[src/rtl/seq_toggle_det_pkg.sv]
// Package: shared encodings for the toggling 0-1-1 detector.
// Assumes: progress codes are consumed by both the progress tracker and
// the checker, so the numeric values below are part of the contract.
package seq_toggle_det_pkg;

    // Width of the match-progress field.
    localparam int PROG_W = 2;

    // Length of the pattern being tracked (0,1,1).
    localparam int PATTERN_LEN = 3;

    // Match progress: how much of 0,1,1 has been seen so far.
    typedef enum logic [PROG_W-1:0] {
        PROG_NONE  = 2'd0,
        PROG_SAW0  = 2'd1,
        PROG_SAW01 = 2'd2
    } prog_e;

    // Level applied to the output phase on reset.
    localparam logic LEVEL_RESET = 1'b0;

endpackage

[src/rtl/seq_toggle_progress.sv]
// Module: seq_toggle_progress
// Tracks how much of the pattern 0,1,1 has been received and flags the
// edge on which the pattern completes.
// Assumes: din is synchronous to clk; rst_n is synchronous, active low.
module seq_toggle_progress
    import seq_toggle_det_pkg::*;
(
    input  logic  clk,
    input  logic  rst_n,
    input  logic  din,
    output prog_e prog_q,
    output logic  complete
);

    prog_e prog_d;

    // Next-progress decode and completion flag for the current bit.
    always_comb begin
        prog_d   = prog_q;
        complete = 1'b0;
        if (!din) begin
            prog_d = PROG_SAW0;
        end else begin
            unique case (prog_q)
                PROG_NONE:  prog_d = PROG_NONE;
                PROG_SAW0:  prog_d = PROG_SAW01;
                PROG_SAW01: begin
                    prog_d   = PROG_NONE;
                    complete = 1'b1;
                end
                default:    prog_d = PROG_NONE;
            endcase
        end
    end

    // Progress register with synchronous reset to no progress.
    always_ff @(posedge clk) begin
        if (!rst_n) begin
            prog_q <= PROG_NONE;
        end else begin
            prog_q <= prog_d;
        end
    end

endmodule

[src/rtl/seq_toggle_phase.sv]
// Module: seq_toggle_phase
// Holds the output phase bit and inverts it when a completion is flagged.
// Assumes: complete is a single-cycle qualifier from the progress tracker.
module seq_toggle_phase
    import seq_toggle_det_pkg::*;
(
    input  logic clk,
    input  logic rst_n,
    input  logic complete,
    output logic level_q
);

    // Phase flip-flop, toggled on completion, cleared on reset.
    always_ff @(posedge clk) begin
        if (!rst_n) begin
            level_q <= LEVEL_RESET;
        end else if (complete) begin
            level_q <= ~level_q;
        end
    end

endmodule

[src/rtl/seq_toggle_det.sv]
// Module: seq_toggle_det (top)
// Moore detector for the serial pattern 0,1,1 whose output is a held
// level that flips on every completion. Three flip-flops in total: two
// for progress, one for the output phase, which drives the pin directly.
// Assumes: one input bit per clock; synchronous active-low reset.
module seq_toggle_det
    import seq_toggle_det_pkg::*;
(
    input  logic clk,
    input  logic rst_n,
    input  logic din,
    output logic level_out
);

    prog_e prog_q;
    logic  complete;
    logic  level_q;

    // Pattern progress tracker.
    seq_toggle_progress u_progress (
        .clk      (clk),
        .rst_n    (rst_n),
        .din      (din),
        .prog_q   (prog_q),
        .complete (complete)
    );

    // Output phase register.
    seq_toggle_phase u_phase (
        .clk      (clk),
        .rst_n    (rst_n),
        .complete (complete),
        .level_q  (level_q)
    );

    // Output straight from the phase flip-flop.
    assign level_out = level_q;

endmodule

[config.mk]
export PLATFORM = sky130hd
export DESIGN_NAME = seq_toggle_det
export DESIGN_NICKNAME = d
export VERILOG_FILES = /design/src/rtl/seq_toggle_det_pkg.sv /design/src/rtl/seq_toggle_progress.sv /design/src/rtl/seq_toggle_phase.sv /design/src/rtl/seq_toggle_det.sv
export SDC_FILE = /design/constraint.sdc
export NUM_CORES = 1
export LEC_CHECK = 0
export ABC_AREA = 1
export ABC_CLOCK_PERIOD_IN_PS = 1500
export BUFFER_PORTS_ARGS = -buffer_cell sky130_fd_sc_hd__clkbuf_2
export CAP_MARGIN = 5
export CORE_AREA = 2 2 39 41
export CTS_BUF_LIST = sky130_fd_sc_hd__clkbuf_16
export DETAILED_ROUTE_END_ITERATION = 16
export DIE_AREA = 0 0 41 43
export HOLD_SLACK_MARGIN = 0.06
export PLACE_DENSITY_LB_ADDON = 0.3
export SLEW_MARGIN = 10
export SYNTH_ARGS = -nofsm -noshare
export SYNTH_HDL_FRONTEND = slang
export SYNTH_SLANG_ARGS = --single-unit
[constraint.sdc]
create_clock -name clk -period 1.5 [get_ports clk]
set_clock_uncertainty 0.2 [all_clocks]
set_input_delay 0.075 -clock clk [delete_from_list [all_inputs] [get_ports clk]]
set_output_delay 0.075 -clock clk [all_outputs]
set_load 0.02 [all_outputs]
=== Word-level counts from Yosys, hierarchy flattened ===
Cells that the tools add are included.

* Register bits after elaboration: 3
* Bits of input ports: 3
* Output and inout bits: 1

* Eq/ne operators: 2
* Multiplexer cells: 4
* Bitwise logic cells: 1
* Reductions and logical operators: 1

{| class="wikitable"
|+ Operator list
! kind !! count
|-
| $mux W1 || 3
|-
| $eq A2 B1 Y1 const B || 1
|-
| $eq A2 B2 Y1 const B || 1
|-
| $mux W2 || 1
|-
| $reduce_and A2 Y1 || 1
|-
| $not A1 Y1 || 1
|}

=== Logic depth before layout (Yosys ltp) ===
Gate-level depths: netlist (run 1).

* Depth after elaboration: 3
* Depth in mapped cells: 4

=== By module ===
From an unflattened synthesis (run 1), not the netlist that was laid out.

* Cells, all modules: 15
* Area, all modules: 105.1 µm²

{| class="wikitable"
|+ By module, submodules not included
! module !! instances !! cells each !! area each (µm²) !! seq. area each (µm²)
|-
| seq_toggle_progress || 1 || 10 || 70.1 || 40.0
|-
| seq_toggle_phase || 1 || 5 || 35.0 || 20.0
|}

=== Least setup slack after synthesis (run 1) ===
OpenSTA, ideal clock, no wires.

* Path kind: register to register
* Start point: reg u_phase.level_q
* End point: reg u_phase.level_q
* Arrival time: 639 ps
* Slack: 548 ps
* Stages on the path, launching flop included: 4
* Buffers on the path: 0
* Cell sequence: dfxtp_1 -> nand4_1 -> nand2_1 -> nor2_1

* Word-level cells in the longest chain between the ends: 1

{| class="wikitable"
|+ Ends and longest elaborated chain
! item !! RTL line !! source
|-
| from (decl) || seq_toggle_phase.sv:10 || <nowiki>output logic level_q</nowiki>
|-
| from (signal assigned) || seq_toggle_phase.sv:18 || <nowiki>level_q <= ~level_q;</nowiki>
|-
| $not A1 Y1 || seq_toggle_phase.sv:18 ||
|}

No other way between the ends.
A chain may end at the register's enable or synchronous reset.

=== Worst setup path after layout (run 1) ===
* Start point: in din
* End point: reg u_progress.prog_q[0]

* Word-level cells in the longest chain between the ends: 1

{| class="wikitable"
|+ Ends and longest elaborated chain
! item !! RTL line !! source
|-
| from (decl) || seq_toggle_det.sv:11 || <nowiki>input logic din,</nowiki>
|-
| $mux W1 || seq_toggle_progress.sv:21 || <nowiki>if (!din) begin</nowiki>
|-
| to (signal assigned) || seq_toggle_progress.sv:41 || <nowiki>prog_q <= prog_d;</nowiki>
|-
| to (decl) || seq_toggle_progress.sv:11 || <nowiki>output prog_e prog_q,</nowiki>
|}

No other way between the ends.

==> flow_metrics.py, run 1 <==
metrics = {
    "logic_synthesis": {
        "postSynthCellCount": 14,
        "synth-adder-area-share_pct": 0,
        "synth_top_family_by_area": "simple AND/OR/NAND/NOR gates",
        "ys_ff_latch": 3,
        "synth_area_leader_cell": "dfxtp_1",
        "syn_area_sq_um": 105.1,
        "yosysSeqAreaShare_pct": 57.14,
        "syn_avg_cell_area_sq_um": 7.507,
        "synth-compound-area-share_pct": 0,
        "synthTopCellsByArea": "dfxtp_1 57%, nor2_1 14%, nand2_1 11%, inv_1 7.1%, nand4_1 6.0%",
        "yosys.area.top_type_share_pct": 57.14,
        "synth_fp_nets": 17,
        "yosys_warnings": 0,
        "synthSimpleGateAreaFrac_pct": 35.71,
        "synth_cell_type_count": 6,
        "synthMuxAreaShare_pct": 0,
        "synth-xor-area-share_pct": 0,
    },
    "critical_path": {
        "crit_path_start_kind": "input pin",
        "critPathBufInv": 3,
        "arrival_ps": 1380,
        "crit_path_frequent_cell": "dlygate4sd3_1",
        "crit_required_ps": 1470,
        "worstPathCellList": "dlygate4sd3_1 > clkbuf_2 > nor2_1 > dlygate4sd3_1",
        "cpPeakStageDelay_ps": 540,
        "path_delay_family": "buffers and inverters",
        "critPathMaxFanout": 4,
        "crit_path_end_kind": "flop",
        "regToRegSetupSlack_ps": 640,
        "path_class": "in2reg",
        "slowest_stage": "dlygate4sd3_1",
    },
    "floorplanning": {
        "fp.dieH_um": 43,
        "fp.dieArea_sq_um": 1763,
        "die_x_um": 41,
        "pin_count": 4,
        "start_util_pct": 7.595,
        "row_count": 14,
        "core_area_sq_um": 1384,
    },
    "sta": {
        "post-route-period-util_pct": 94.47,
        "slew-limit-headroom_pct": 91.35,
        "setup_viol": 0,
        "hold_viol": 0,
        "worstMarginPinSlew_ps": 128.7,
        "max_freq_mhz": 705.7,
        "maxSlewViolCount": 0,
        "finalCriticalPeriod_ps": 1417,
        "rsz0062_at_grt": "false",
        "timing.hold.ws_ps": 235.4,
        "tns_ps": 0,
    },
    "routing": {
        "ant_nets": 0,
        "drt_iter0_drc": 3,
        "vias_per_cell": 3.051,
        "route.detailed.drc": 0,
        "routed_wirelength_um": 252,
        "first_pass_iters": 4,
        "wl_per_cell_um": 6.462,
        "vias": 119,
    },
    "global_routing": {
        "antenna_found_initial": 0,
        "grt_pass1_vias": 107,
        "track_usage_pct": 5.216,
        "grt_max_degree": 5,
        "overflow": 0,
        "grt_pass1_wl_um": 434,
    },
    "finish": {
        "n_fill_cell": 154,
        "instances_no_fill": 39,
        "area.growth.synth_to_final_pct": 132.1,
        "final_cell_mix": "4 x nor2_1, 3 x nand2_1, 3 x clkbuf_16, 3 x dlygate4sd3_1, 3 x dfxtp_1",
        "diodes": 0,
        "final_common_cell": "nor2_1",
        "layout-drive-gt1-share_pct": 26.09,
        "final_nets": 27,
    },
    "clock_network": {
        "cts.path.max_buffers": 2,
        "cts_sinks": 3,
        "clk_latency_ps": 220,
        "cts_setup_buffers": 0,
        "cts-root-buf": "clkbuf_16",
        "cts_tree": "done",
        "path_clk_slew_ps": 30,
        "cts-buffers-inserted": 3,
        "htree_num_levels": 1,
    },
    "status": {
        "status": "finished clean",
    },
    "job": {
        "maxCapViolations": 0,
    },
    "hold_path": {
        "hold_path.class": "reg2reg",
    },
    "power": {
        "leakagePower_nw": 0.1110,
        "p_per_area_nw_per_um2": 2113,
        "vdd_drop_max_uv": 404.6,
    },
    "placement": {
        "place.gp.congestion": 0.5937,
        "dp.cells": 33,
        "hpwl_um": 160.6,
        "port_buffers": 3,
    },
}
routing by layer:
| metal | vias to the layer above | GRT usage (%) | wire length, um |
|---|---|---|---|
| met1 | 49 | 4.487 | 109 |
| met3 | 4 | 6.283 | 39 |
| met4 | 0 | 10.00 | 25 |
| met5 | - | 0 | 0 |
| met2 | 6 | 3.438 | 76 |
| li1 | 60 | - | - |
synth_stat cells:
cell type,instances
nand2_1,3
nor2_1,4
nor3_1,1
inv_1,2
nand4_1,1
dfxtp_1,3
path summary, 6_finish.rpt:
| check | from | endpoint | cells after the start |
|---|---|---|---|
| max | din | u_progress.prog_q[0]$_SDFF_PN0_ | 4 |
| min | u_progress.prog_q[1]$_SDFF_PN0_ | u_progress.prog_q[1]$_SDFF_PN0_ | 1 |
| max reg2reg | u_progress.prog_q[1]$_SDFF_PN0_ | u_phase.level_q$_SDFFE_PN0P_ | 4 |
| min reg2reg | u_progress.prog_q[1]$_SDFF_PN0_ | u_progress.prog_q[1]$_SDFF_PN0_ | 1 |
layout make-up:
class                      count  area [sq um]  share of cell area (%)
clock buffer                   3         75.07                   30.77
clock inverter                 1         3.754                   1.538
inverter                       2         7.507                   3.077
multi-input combinational      9         37.54                   15.38
sequential                     3         60.06                   24.62
tap                           16         20.02                   8.205
timing repair buffer           5         40.04                   16.41
cell families (layout without fill, tap and decap cells):
| family | count (synthesis) | count (layout) |
|---|---|---|
| and+or+nand+nor | 9 | 9 |
| DFF | 3 | 3 |
| buffers and inverters | 2 | 11 |
registers in the layout, indices dropped and copies added, names as in the netlist:
name	flops
u_phase.level_q	1
u_progress.prog_q	2
power by group:
group          internal, mW  switching, mW  total, mW  leakage (nW)
Clock                 0.344         0.0725      0.416        0.0423
Combinational       0.00837        0.00619     0.0146        0.0442
Sequential           0.0831        0.00186     0.0850        0.0245
timing repair:
item	in CTS	in global routing
hold buffers	3	0
resized for setup	0	1
setup endpoints to repair	0	1
endpoints found under the hold margin	3	0
per-stage QoR:
stage                     instance area (sq um)  power (mW)  setup WS [ps]  util (%)
final                                     244.0      0.5156          82.92     17.63
after global routing                      244.0      0.5410          28.57     17.63
after CTS                                 249.0      0.5257          37.40     17.99
after detailed placement                  140.1     0.09553          633.8     10.13
after global placement                    140.1     0.09560          629.0     10.13
after floorplan                           105.1     0.09014          548.2         -
Power figures use the tool's default switching activity.
==> run 2: changes to the inputs <==
CELL_PAD_IN_SITES_DETAIL_PLACEMENT = 0   (was default)
CELL_PAD_IN_SITES_GLOBAL_PLACEMENT = 1   (was default)
==> run 2 against run 1 <==
Clock power decreased by 2%; worst hold slack improved by 4.3 ps; sequential cell count unchanged; wire length is 2.4% higher; first-iteration DRC count shrank 67%; sequential share of layout area decreased by 0.73 points; die area stayed put; fmax fell by 2.4%.
==> flow_metrics.py, run 2 (same netlist as run 1, synthesis figures left out) <==
metrics = {
    "status": {
        "status": "finished clean",
    },
    "routing": {
        "wl_per_cell_um": 6.450,
        "ant_nets": 0,
        "routed_wirelength_um": 258,
        "highest_layer": "met4",
        "drt_iter0_drc": 1,
        "vias": 119,
        "route.detailed.drc": 0,
        "first_pass_iters": 2,
        "vias_per_cell": 2.975,
        "met3_length_um": 56,
        "route.met2.wl_um": 91,
        "wl_met1_um": 103,
    },
    "power": {
        "switching_share_pct": 14.51,
        "pwr-share-comb_pct": 3.2,
        "clockPowerShare_pct": 80.1,
        "vdd_drop_max_uv": 631.4,
        "seq_power_share_pct": 16.7,
        "leakagePower_nw": 0.1151,
        "p_total_mw": 0.5095,
        "internal_power_mw": 0.4356,
        "p_per_area_nw_per_um2": 2026,
        "switchingPower_mw": 0.07395,
    },
    "finish": {
        "instances_no_fill": 40,
        "n_fill_cell": 153,
        "top_regs": "u_progress.prog_q x2, u_phase.level_q x1",
        "register_area_sq_um": 60.06,
        "final_nets": 28,
        "layout-drive-gt1-share_pct": 33.33,
        "largest_reg_flops": 2,
        "multi_input_area_sq_um": 40.04,
        "regMostFlops": "u_progress.prog_q",
        "diodes": 0,
        "area.growth.synth_to_final_pct": 139.3,
    },
    "clock_network": {
        "clk_latency_ps": 220,
        "htree_num_levels": 1,
        "cts_sinks": 3,
        "cts_setup_buffers": 0,
        "path_clk_slew_ps": 30,
        "cts-buffers-inserted": 3,
        "cts-root-buf": "clkbuf_16",
        "cts.path.max_buffers": 2,
        "cts_tree": "done",
    },
    "hold_path": {
        "min_from": "u_progress.prog_q[1]$_SDFF_PN0_",
        "worstHoldPathCells": 1,
        "hold-path-endpoint": "u_progress.prog_q[1]$_SDFF_PN0_",
        "hold_path.class": "reg2reg",
    },
    "critical_path": {
        "regToRegSetupSlack_ps": 650,
        "path_class": "in2reg",
        "critPathMaxFanout": 2,
        "r2r_end": "u_phase.level_q$_SDFFE_PN0P_",
        "crit_path_end_kind": "flop",
        "ff2ff_path_depth": 4,
        "arrival_ps": 1350,
        "reg2reg_from": "u_progress.prog_q[1]$_SDFF_PN0_",
        "crit_required_ps": 1400,
        "crit_path_start_kind": "input pin",
    },
    "global_routing": {
        "grt_pass1_vias": 111,
        "overflow": 0,
        "grt_pass1_wl_um": 434,
        "antenna_found_initial": 0,
        "track_usage_pct": 4.714,
        "grt_max_degree": 5,
    },
    "sta": {
        "worstMarginPinSlew_ps": 135.1,
        "rsz0062_at_grt": "false",
        "timing.hold.ws_ps": 239.7,
        "tns_ps": 0,
        "post-route-period-util_pct": 96.81,
        "slew-limit-headroom_pct": 90.93,
        "hold_viol": 0,
        "setup_viol": 0,
        "max_freq_mhz": 688.7,
        "maxSlewViolCount": 0,
        "finalCriticalPeriod_ps": 1452,
    },
    "placement": {
        "port_buffers": 3,
        "place.gp.congestion": 0.5987,
        "dp.cells": 33,
        "hpwl_um": 161.2,
    },
    "job": {
        "maxCapViolations": 0,
    },
    "floorplanning": {
        "start_util_pct": 7.595,
        "row_count": 14,
        "pin_count": 4,
        "core_area_sq_um": 1384,
        "fp.dieArea_sq_um": 1763,
        "die_x_um": 41,
        "fp.dieH_um": 43,
    },
}
## run 2: cell count changes in the layout (fill, tap and decap cells not counted)
cell / change
nor2_1: -1
clkbuf_2: +1
nor2_2: +1
## run 2: final cells by class
type,instances,area share [%]
multi-input combinational,9,15.92
clock buffer,3,29.85
inverter,2,2.985
timing repair buffer,6,17.91
clock inverter,1,1.493
sequential,3,23.88
tap,16,7.960
## run 2: through the flow
stage          instance area (sq um)  util (%)  setup slack, ps
2_1_floorplan                  105.1         -            548.2
4_1_cts                        249.0     17.99            47.83
5_1_grt                        251.5     18.17            14.58
3_3_place_gp                   140.1     10.13            662.6
3_5_place_dp                   140.1     10.13            648.8
6_report                       251.5     18.17            47.91
## run 2: worst max-delay path, stage by stage
cell and delay (ps):
dlygate4sd3_1 530, clkbuf_2 120, inv_2 60, nor2_2 30
dlygate4sd3_1 540
## run 2: power groups by stage
stage	Clock [mW]	Sequential (mW)	Combinational [mW]
after global placement	0	0.0858	0.00905
after CTS	0.419	0.0850	0.0154
after global routing	0.429	0.0857	0.0187
final	0.408	0.0850	0.0165
after floorplan	0	0.0862	0.00394
after detailed placement	0	0.0861	0.00934
## run 2: how the worst max path moves through the flow
stage / start / to / slack, ps / cells after the start
3_3_place_gp: u_progress.prog_q[1]$_SDFF_PN0_ / u_phase.level_q$_SDFFE_PN0P_ / 660 / 4
6_report: rst_n / u_progress.prog_q[0]$_SDFF_PN0_ / 50 / 5
4_1_cts: rst_n / u_progress.prog_q[0]$_SDFF_PN0_ / 50 / 5
3_5_place_dp: u_progress.prog_q[1]$_SDFF_PN0_ / u_phase.level_q$_SDFFE_PN0P_ / 650 / 4
5_1_grt: rst_n / u_progress.prog_q[0]$_SDFF_PN0_ / 10 / 5
2_1_floorplan: u_phase.level_q$_SDFFE_PN0P_ / u_phase.level_q$_SDFFE_PN0P_ / 550 / 3
## run 2: metal layers
metal	up-vias	global-route usage, %
li1	63	-
met1	48	3.526
met2	6	4.688
met3	2	7.853
met4	0	4.000
met5	-	0
## run 2: what timing repair did
action                                 in CTS  in global routing
endpoints found under the hold margin       3                  0
gates resized for setup                     0                  2
hold buffers                                3                  0
setup endpoints to repair                   0                  1
